[config.mk]
export PLATFORM = sky130hd
export DESIGN_NAME = rate_mode_detect
export DESIGN_NICKNAME = d
export VERILOG_FILES = /design/src/rtl/rmd_pkg.sv /design/src/rtl/rmd_measure.sv /design/src/rtl/rmd_control.sv /design/src/rtl/rate_mode_detect.sv
export SDC_FILE = /design/constraint.sdc
export NUM_CORES = 1
export LEC_CHECK = 0
export ABC_AREA = 1
export ABC_CLOCK_PERIOD_IN_PS = 2350
export BUFFER_PORTS_ARGS = -buffer_cell sky130_fd_sc_hd__buf_2
export CAP_MARGIN = 20
export CORE_ASPECT_RATIO = 1.25
export CORE_UTILIZATION = 59
export DETAILED_ROUTE_END_ITERATION = 16
export PLACE_DENSITY_LB_ADDON = 0.25
export SLEW_MARGIN = 25
export SYNTH_ARGS = -nofsm -noshare
export SYNTH_HDL_FRONTEND = slang
export SYNTH_SLANG_ARGS = --single-unit
export TNS_END_PERCENT = 100
[constraint.sdc]
create_clock -name clk -period 2.35 [get_ports clk]
set_input_delay 0 -clock clk [delete_from_list [all_inputs] [get_ports clk]]
set_output_delay 0 -clock clk [all_outputs]
set_load 0.02 [all_outputs]
[src/rtl/rmd_pkg.sv]
package rmd_pkg;

  typedef enum logic [1:0] {
    MODE_NONE   = 2'b00,
    MODE_SINGLE = 2'b01,
    MODE_DOUBLE = 2'b10,
    MODE_QUAD   = 2'b11
  } speed_e;

  // strobes and classification handed from the datapath to the control
  typedef struct packed {
    logic   periodDone;
    logic   timedOut;
    logic   inRange;
    speed_e mode;
  } meas_s;

endpackage

[src/rtl/rmd_measure.sv]
module rmd_measure
  import rmd_pkg::*;
#(
  parameter int REF_HZ = 4_000_000
) (
  input  logic       clk,
  input  logic       rstN,
  input  logic       lrckIn,
  input  logic [1:0] modeSel,
  input  logic       standalone,
  output meas_s      meas
);

  localparam int CNT_MAX = REF_HZ / 3200;
  localparam int CW      = $clog2(CNT_MAX + 1);

  localparam logic [CW-1:0] LIM_4K   = CW'(REF_HZ / 4000);
  localparam logic [CW-1:0] LIM_50K  = CW'(REF_HZ / 50000);
  localparam logic [CW-1:0] LIM_84K  = CW'(REF_HZ / 84000);
  localparam logic [CW-1:0] LIM_100K = CW'(REF_HZ / 100000);
  localparam logic [CW-1:0] LIM_170K = CW'(REF_HZ / 170000);
  localparam logic [CW-1:0] LIM_200K = CW'(REF_HZ / 200000);
  localparam logic [CW-1:0] LIM_TMO  = CW'(CNT_MAX);

  logic          syncA, syncB, syncC;
  logic          riseSeen;
  logic          armed;
  logic [CW-1:0] periodCnt;
  logic [1:0]    effSel;
  speed_e        cls;
  logic          clsOk;

  function automatic logic inWin(input logic [CW-1:0] val,
                                 input logic [CW-1:0] lo,
                                 input logic [CW-1:0] hi);
    return (val >= lo) && (val <= hi);
  endfunction

  always_ff @(posedge clk or negedge rstN) begin
    if (!rstN) begin
      syncA <= 1'b0;
      syncB <= 1'b0;
      syncC <= 1'b0;
    end else begin
      syncA <= lrckIn;
      syncB <= syncA;
      syncC <= syncB;
    end
  end

  assign riseSeen = syncB & ~syncC;

  always_ff @(posedge clk or negedge rstN) begin
    if (!rstN) begin
      periodCnt <= '0;
      armed     <= 1'b0;
    end else if (riseSeen) begin
      periodCnt <= CW'(1);
      armed     <= 1'b1;
    end else if (periodCnt != LIM_TMO) begin
      periodCnt <= periodCnt + CW'(1);
    end
  end

  assign effSel = standalone ? 2'b00 : modeSel;

  always_comb begin
    cls   = MODE_NONE;
    clsOk = 1'b0;
    unique case (effSel)
      2'b00: begin
        if (inWin(periodCnt, LIM_50K, LIM_4K))        cls = MODE_SINGLE;
        else if (inWin(periodCnt, LIM_100K, LIM_84K)) cls = MODE_DOUBLE;
        else if (inWin(periodCnt, LIM_200K, LIM_170K)) cls = MODE_QUAD;
        clsOk = (cls != MODE_NONE);
      end
      2'b01: begin
        cls   = MODE_SINGLE;
        clsOk = inWin(periodCnt, LIM_50K, LIM_4K);
      end
      2'b10: begin
        cls   = MODE_DOUBLE;
        clsOk = inWin(periodCnt, LIM_100K, LIM_50K);
      end
      default: begin
        cls   = MODE_QUAD;
        clsOk = inWin(periodCnt, LIM_200K, LIM_100K);
      end
    endcase
  end

  assign meas.periodDone = riseSeen & armed;
  assign meas.timedOut   = (periodCnt == LIM_TMO);
  assign meas.inRange    = clsOk;
  assign meas.mode       = cls;

endmodule

[src/rtl/rmd_control.sv]
module rmd_control
  import rmd_pkg::*;
#(
  parameter int CONFIRM = 3
) (
  input  logic       clk,
  input  logic       rstN,
  input  meas_s      meas,
  output logic [1:0] speedMode,
  output logic       modeValid,
  output logic       outOfRange
);

  localparam int SW = $clog2(CONFIRM + 1);

  logic [SW-1:0] streak;
  speed_e        lastMode;

  always_ff @(posedge clk or negedge rstN) begin
    if (!rstN) begin
      streak     <= '0;
      lastMode   <= MODE_NONE;
      speedMode  <= MODE_NONE;
      modeValid  <= 1'b0;
      outOfRange <= 1'b0;
    end else if (meas.timedOut) begin
      streak     <= '0;
      modeValid  <= 1'b0;
      outOfRange <= 1'b1;
    end else if (meas.periodDone) begin
      if (!meas.inRange) begin
        streak     <= '0;
        modeValid  <= 1'b0;
        outOfRange <= 1'b1;
      end else if ((streak != '0) && (meas.mode == lastMode)) begin
        if (streak != SW'(CONFIRM)) streak <= streak + SW'(1);
        if (streak >= SW'(CONFIRM - 1)) begin
          modeValid  <= 1'b1;
          outOfRange <= 1'b0;
          speedMode  <= meas.mode;
        end
      end else begin
        streak    <= SW'(1);
        lastMode  <= meas.mode;
        modeValid <= 1'b0;
      end
    end
  end

endmodule

[src/rtl/rate_mode_detect.sv]
module rate_mode_detect
  import rmd_pkg::*;
#(
  parameter int REF_HZ  = 4_000_000,
  parameter int CONFIRM = 3
) (
  input  logic       clk,
  input  logic       rstN,
  input  logic       lrckIn,
  input  logic [1:0] modeSel,
  input  logic       standalone,
  output logic [1:0] speedMode,
  output logic       modeValid,
  output logic       outOfRange
);

  meas_s measBus;

  rmd_measure #(.REF_HZ(REF_HZ)) measure_i (
    .clk        (clk),
    .rstN       (rstN),
    .lrckIn     (lrckIn),
    .modeSel    (modeSel),
    .standalone (standalone),
    .meas       (measBus)
  );

  rmd_control #(.CONFIRM(CONFIRM)) control_i (
    .clk        (clk),
    .rstN       (rstN),
    .meas       (measBus),
    .speedMode  (speedMode),
    .modeValid  (modeValid),
    .outOfRange (outOfRange)
  );

endmodule

==> flow_summary.yaml, run 1 <==
synthesis:
  sequential_fraction_of_the_synthesis_area_pct: 37.46
  yosys_register_bits: 23
  netlist.area_leader.share_pct: 37.46
  synth_enable_flop_cells: 0
  yosysWarningCount: 0
  yosys.cell_types.count: 22
  netlist_top_cells_count: "sky130_fd_sc_hd__nand2_1 (50), sky130_fd_sc_hd__inv_1 (28), sky130_fd_sc_hd__dfrtp_1 (23), sky130_fd_sc_hd__nor2_1 (22)"
  synthArstFlopShare_pct: 100.0
  post-synth-top-count-cell: "sky130_fd_sc_hd__nand2_1"
  netlist_instances: 216
  synth_area_per_cell_um2: 7.113
  synth.area.top_cells: "sky130_fd_sc_hd__dfrtp_1 (37%), sky130_fd_sc_hd__nand2_1 (12%), sky130_fd_sc_hd__inv_1 (6.8%), sky130_fd_sc_hd__nor2_1 (5.4%), sky130_fd_sc_hd__nand3_1 (5.2%)"
  leading_area_contributor_after_synthesis: "sky130_fd_sc_hd__dfrtp_1"
  synth_nets: 228
  synth_flop_cell: "sky130_fd_sc_hd__dfrtp_1"
  syn-cell-area_um2: 1536
power:
  p_leak_nw: 0.8613
  worst_ir_drop_vdd_mv: 0.4391
  power_per_cell_area_nw_per_um2: 557.1
route:
  avgViaCountPerCell: 5.317
  vias: 1409
  drtPass1Iterations: 4
  post_detailed_route_drc_marker_count: 0
  dr_iter_0_viols: 29
  routedWlPerCell_um: 11.46
  final_antenna_net_count: 0
  wirelength_mm: 3.038
timing:
  holdWs_ps: 191.1
  report.final.setup_viol: 0
  layout_min_cycle_time_ps: 2072
  final.setup_skew_ps: 4.993
  slew-limit-headroom_pct: 66.14
  setup_tns_ps: 0
  count_of_final_max_slew_check_failures: 0
  worst-slew-pin-transition_ps: 508.0
  final-hold-violation-count: 0
  achievable-frequency_mhz: 482.6
  final.period_utilization_pct: 88.18
  unrepaired_setup_endpoints_after_global_routing: "no"
clocking:
  max-clock-path-buffers: 2
  cts.sink_count: 23
  h_tree_level_count: 1
  cts.repair.resized: 0
  tritoncts: "done"
  total_cts_buffers: 3
  skew_pair_late_insertion_delay_ps: 300
  clock_tree_root_driver_cell: "sky130_fd_sc_hd__clkbuf_4"
  cts.reportedPaths.clkPinSlew_ps: 110
flow_run:
  max-cap-violations: 0
floorplan:
  io_pins: 10
  initial_utilization_pct: 62.65
  die_height_um: 59.06
  cell_row_count: 20
  die_area_um2: 2814
  die-width_um: 47.65
  core_um2: 2452
grt:
  grt_first_pass_wirelength_mm: 5.395
  number_of_global_route_vias_before_repair: 1344
  grt_max_degree: 24
  grt_usage_pct: 26.18
  grt_overflow: 0
  initial_antenna_violation_count: 0
setup_path:
  critical_path.max_fanout: 6
  timing.setup.critical_path_class: "reg2reg"
  critPathCaptureType: "flip-flop"
  critPathLaunchType: "flip-flop"
  setup.reg_to_reg.worst_slack_ps: 280
  reg2regPathDepth: 16
  worstReg2RegStart: "measure_i.periodCnt[0]"
  setup.worst_path.start: "measure_i.periodCnt[0]"
  capturing_instance_or_port_of_the_critical_path: "control_i.speedMode[0]"
  worstReg2RegEnd: "control_i.speedMode[0]"
  required_ps: 2560
  critical_path_arrival_ps: 2280
finish:
  drive_gt1_share_pct: 19.83
  layout.nets: 245
  antenna_cells_inserted: 0
  synthToLayoutAreaGrowth_pct: 9.121
  post-route-util_pct: 68.37
placed_design:
  hpwlAfterDp_mm: 2.459
  routability_congestion: 0.9357
  io_buffers: 9
hold_path:
  worst_hold_path_type: "in2async"
outcome:
  run_status: "complete, no violations"
-- power by group --
part | internal [mW] | total, mW | switching (mW)
combinational | 0.0871 | 0.255 | 0.168
clock | 0.0660 | 0.171 | 0.105
sequential | 0.443 | 0.508 | 0.0649
-- stage by stage --
| stage | power, mW | setup slack [ps] | cells | instance area [um^2] |
|---|---|---|---|---|
| after floorplan | 0.6978 | 588.1 | 216 | 1536 |
| after global placement | 0.7491 | 339.3 | 259 | 1630 |
| after detailed placement | 0.7666 | 296.4 | 259 | 1630 |
| after CTS | 0.9463 | 279.8 | 265 | 1677 |
| after global routing | 1.010 | 24.84 | 265 | 1677 |
| final | 0.9340 | 277.7 | 265 | 1677 |
-- timing repair --
action	CTS	global route
hold buffers	2	0
endpoints found under the hold margin	24	0
setup buffers	0	0
-- worst max-delay path, cell delays in order, from the launching register on --
cell and delay, ps:
sky130_fd_sc_hd__dfrtp_1 460, sky130_fd_sc_hd__ha_1 200, sky130_fd_sc_hd__nand2_1 90, sky130_fd_sc_hd__nor2_1 130, sky130_fd_sc_hd__nand4_1 120, sky130_fd_sc_hd__nand2_1 70, sky130_fd_sc_hd__nand2_1 60, sky130_fd_sc_hd__nand2_1 90
sky130_fd_sc_hd__nand2_2 70, sky130_fd_sc_hd__nand3_2 90, sky130_fd_sc_hd__nand2_1 60, sky130_fd_sc_hd__nor2_2 100, sky130_fd_sc_hd__nand2_1 80, sky130_fd_sc_hd__nor2_1 140, sky130_fd_sc_hd__nand3b_1 90, sky130_fd_sc_hd__nand2_1 70
sky130_fd_sc_hd__inv_1 40
-- cell type report --
cell class	count	area [um^2]
Fill cell	235	775.7
Timing Repair Buffer	12	72.57
Clock buffer	4	26.28
Sequential cell	23	575.6
Inverter	36	135.1
Tap cell	33	41.29
Multi-Input combinational cell	157	825.8
-- registers in the layout (all words and copies together) (netlist names) --
signal,count
control_i.lastMode,2
control_i.modeValid,1
control_i.outOfRange,1
control_i.speedMode,2
control_i.streak,2
measure_i.armed,1
measure_i.periodCnt,11
measure_i.syncA,1
measure_i.syncB,1
measure_i.syncC,1
-- worst min path at each step --
stage | from | endpoint | slack [ps] | depth (start not counted)
finish | rstN | measure_i.periodCnt[2] | 190 | 2
global route | rstN | control_i.streak[0] | 230 | 2
CTS | standalone | control_i.lastMode[0] | 180 | 6
detailed placement | rstN | measure_i.syncB | -0.06 | 1
global placement | rstN | measure_i.syncC | -7 | 1
floorplan | rstN | control_i.lastMode[0] | -300 | 0
-- metal layers --
layer | vias up | part of all wire [%] | GRT usage [%]
li1 | 720 | - | -
met1 | 653 | 47 | 37.78
met2 | 32 | 49 | 40.90
met3 | 4 | 2.6 | 2.744
met4 | 0 | 0.86 | 8.730
met5 | - | 0 | 0
-- cell usage in the layout, fill, tap and decap left out, drive strengths merged --
master,instances
nand2,59
inv,36
nor2,31
dfrtp,23
o21ai,20
nand3,20
buf,10
a21oi,9
ha,6
nor3,4
clkbuf,4
nand4,3
nand3b,3
dlygate4sd3,2
nor4,1
or2,1
-- kinds of logic (layout without fill, tap and decap cells) --
family / after synthesis / in the layout / share of synthesized area (%)
fa+ha+maj: 6 / 6 / 4.886
simple gates: 122 / 122 / 39.41
flops: 23 / 23 / 37.46
buf+inv: 36 / 52 / 8.795
compound gates: 29 / 29 / 9.446
Note: power is estimated with default switching activity, not from simulation.
==> run 2, diff against run 1 <==
BUFFER_PORTS_ARGS = -buffer_cell sky130_fd_sc_hd__buf_4   (was -buffer_cell sky130_fd_sc_hd__buf_2)
CORE_MARGIN = 2   (was unset)
CORE_UTILIZATION = 60   (was 59)
CTS_BUF_LIST = sky130_fd_sc_hd__clkbuf_8   (was unset)
==> flow_summary.yaml, run 2 (synthesis gave the netlist of run 1 again) <==
timing:
  unrepaired_setup_endpoints_after_global_routing: "no"
  final.period_utilization_pct: 91.11
  final.setup_skew_ps: 4.010
  slew-limit-headroom_pct: 74.62
  holdWs_ps: 150.3
  count_of_final_max_slew_check_failures: 0
  final-hold-violation-count: 0
  achievable-frequency_mhz: 467.1
  worst-slew-pin-transition_ps: 376.8
  layout_min_cycle_time_ps: 2141
  setup_tns_ps: 0
  report.final.setup_viol: 0
  timing.final.ws_setup_ps: 208.9
finish:
  area_of_combinational_cells_with_multiple_inputs_um2: 825.8
  layout_commonest_cell: "sky130_fd_sc_hd__nand2_1"
  antenna_cells_inserted: 0
  fillCellCount: 216
  synthToLayoutAreaGrowth_pct: 11.89
  layout.nets: 245
  largest-register: "measure_i.periodCnt"
  post-route-util_pct: 70.82
  largest_register_ffs: 11
  total_area_of_sequential_cells_um2: 575.6
  drive_gt1_share_pct: 20.26
  most_frequent_cells_in_the_layout: "sky130_fd_sc_hd__nand2_1 (50), sky130_fd_sc_hd__inv_1 (28), sky130_fd_sc_hd__dfrtp_1 (23)"
  post_layout_instance_count_excluding_filler_cells: 265
clocking:
  tritoncts: "done"
  max-clock-path-buffers: 2
  cts.sink_count: 23
  h_tree_level_count: 1
  clock_tree_root_driver_cell: "sky130_fd_sc_hd__clkbuf_8"
  skew_pair_late_insertion_delay_ps: 270
  cts.reportedPaths.clkPinSlew_ps: 80
  total_cts_buffers: 3
placed_design:
  io_buffers: 9
  placed_cells: 259
  hpwlAfterDp_mm: 2.479
  dpl_worst_slack_ps: 250.7
  routability_congestion: 0.9342
grt:
  number_of_global_route_vias_before_repair: 1388
  grt_first_pass_wirelength_mm: 5.582
  grt_usage_pct: 24.38
  grt_max_degree: 24
  grt_overflow: 0
  initial_antenna_violation_count: 0
route:
  routedWlPerCell_um: 11.86
  drtPass1Iterations: 5
  post_detailed_route_drc_marker_count: 0
  wirelength_mm: 3.142
  dr_iter_0_viols: 32
  final_antenna_net_count: 0
  vias: 1431
  avgViaCountPerCell: 5.400
setup_path:
  cp_common_cell: "sky130_fd_sc_hd__nand2_1"
  critical_path.max_fanout: 6
  setup.reg_to_reg.worst_slack_ps: 210
  cell_chain_critical_path: "ha_1 > nand2_1 > nor2_1 > nand4_1 > nand2_1 > nand2_1 > nand2_1 > nand2_2 > nand3_2 > nand2_1 > nor2_2 > nand2_1 > nor2_1 > nand2_1 > nand2_1 > o21ai_1"
  cpMaxStageDelayCell: "sky130_fd_sc_hd__dfrtp_1"
  critical_path_arrival_ps: 2290
  required_ps: 2500
  timing.setup.critical_path_class: "reg2reg"
  critPathLaunchType: "flip-flop"
  max_stage_delay_ps: 450
  critPathCaptureType: "flip-flop"
power:
  power_per_cell_area_nw_per_um2: 587.5
  p_leak_nw: 0.8797
  worst_ir_drop_vdd_mv: 0.5742
floorplan:
  cell_row_count: 20
  die_height_um: 60.58
  core_um2: 2427
  die-width_um: 49.26
  die_area_um2: 2984
  initial_utilization_pct: 63.30
  io_pins: 10
hold_path:
  worst_hold_path_type: "in2async"
flow_run:
  max-cap-violations: 0
outcome:
  run_status: "complete, no violations"
-- run 2: changes by cell type in the layout (fill, tap and decap cells not counted) --
cell	change
sky130_fd_sc_hd__buf_2	-9
sky130_fd_sc_hd__buf_4	+9
sky130_fd_sc_hd__clkbuf_4	-3
sky130_fd_sc_hd__clkbuf_8	+3
sky130_fd_sc_hd__clkbuf_1	-1
sky130_fd_sc_hd__clkinv_2	+1
-- run 2: power by group --
part | switching, mW | internal, mW | total [mW] | leakage [nW]
combinational | 0.172 | 0.0912 | 0.263 | 0.565
sequential | 0.0637 | 0.443 | 0.507 | 0.289
clock | 0.122 | 0.118 | 0.240 | 0.0255
total | 0.357 | 0.653 | 1.01 | 0.880
-- run 2: critical path: cells and delay by family, from the launching register on --
| kind | cells | cell delay, ps |
|---|---|---|
| adder cells (fa/ha/maj) | 1 | 220 |
| flip-flops | 1 | 450 |
| AND/OR/NAND/NOR | 14 | 1280 |
| AO/OA/AOI/OAI | 1 | 70 |
-- run 2: routing by layer --
layer / vias to the layer above / GRT usage (%) / part of all wire [%]
met3: 7 / 3.202 / 3.8
li1: 723 / - / -
met5: - / 0 / 0
met1: 669 / 27.82 / 45
met4: 0 / 11.84 / 1.9
met2: 32 / 45.56 / 49
-- run 2: path summary, 6_finish.rpt --
kind                                   startpoint                     end  cells past startpoint
min reg2reg                       measure_i.syncA         measure_i.syncB                      0
max                        measure_i.periodCnt[0]    control_i.outOfRange                     16
min                                          rstN         measure_i.syncC                      2
max reg2reg                measure_i.periodCnt[0]    control_i.outOfRange                     16
min in group clk                       standalone   control_i.lastMode[0]                      6
max in group asynchronous                    rstN  control_i.speedMode[1]                      2
-- run 2: layout make-up --
cell class                      instances  area share [%]
Multi-Input combinational cell        157           48.03
Sequential cell                        23           33.48
Inverter                               36           7.860
Timing Repair Buffer                   12           5.531
Clock buffer                            3           2.402
Tap cell                               33           2.402
Clock inverter                          1          0.2911
-- run 2: timing repair --
action / 4_1_cts / 5_1_grt
endpoints found under the hold margin: 24 / 0
resized for setup: 0 / 0
buffers inserted: 0 / 0
hold buffers: 2 / 0
-- run 2: metrics by stage --
| step | total power, mW | instance area (um^2) |
|---|---|---|
| after CTS | 1.020 | 1719 |
| after floorplan | 0.6978 | 1536 |
| final | 1.010 | 1719 |
| after detailed placement | 0.7723 | 1653 |
| after global placement | 0.7529 | 1653 |
| after global routing | 1.076 | 1719 |
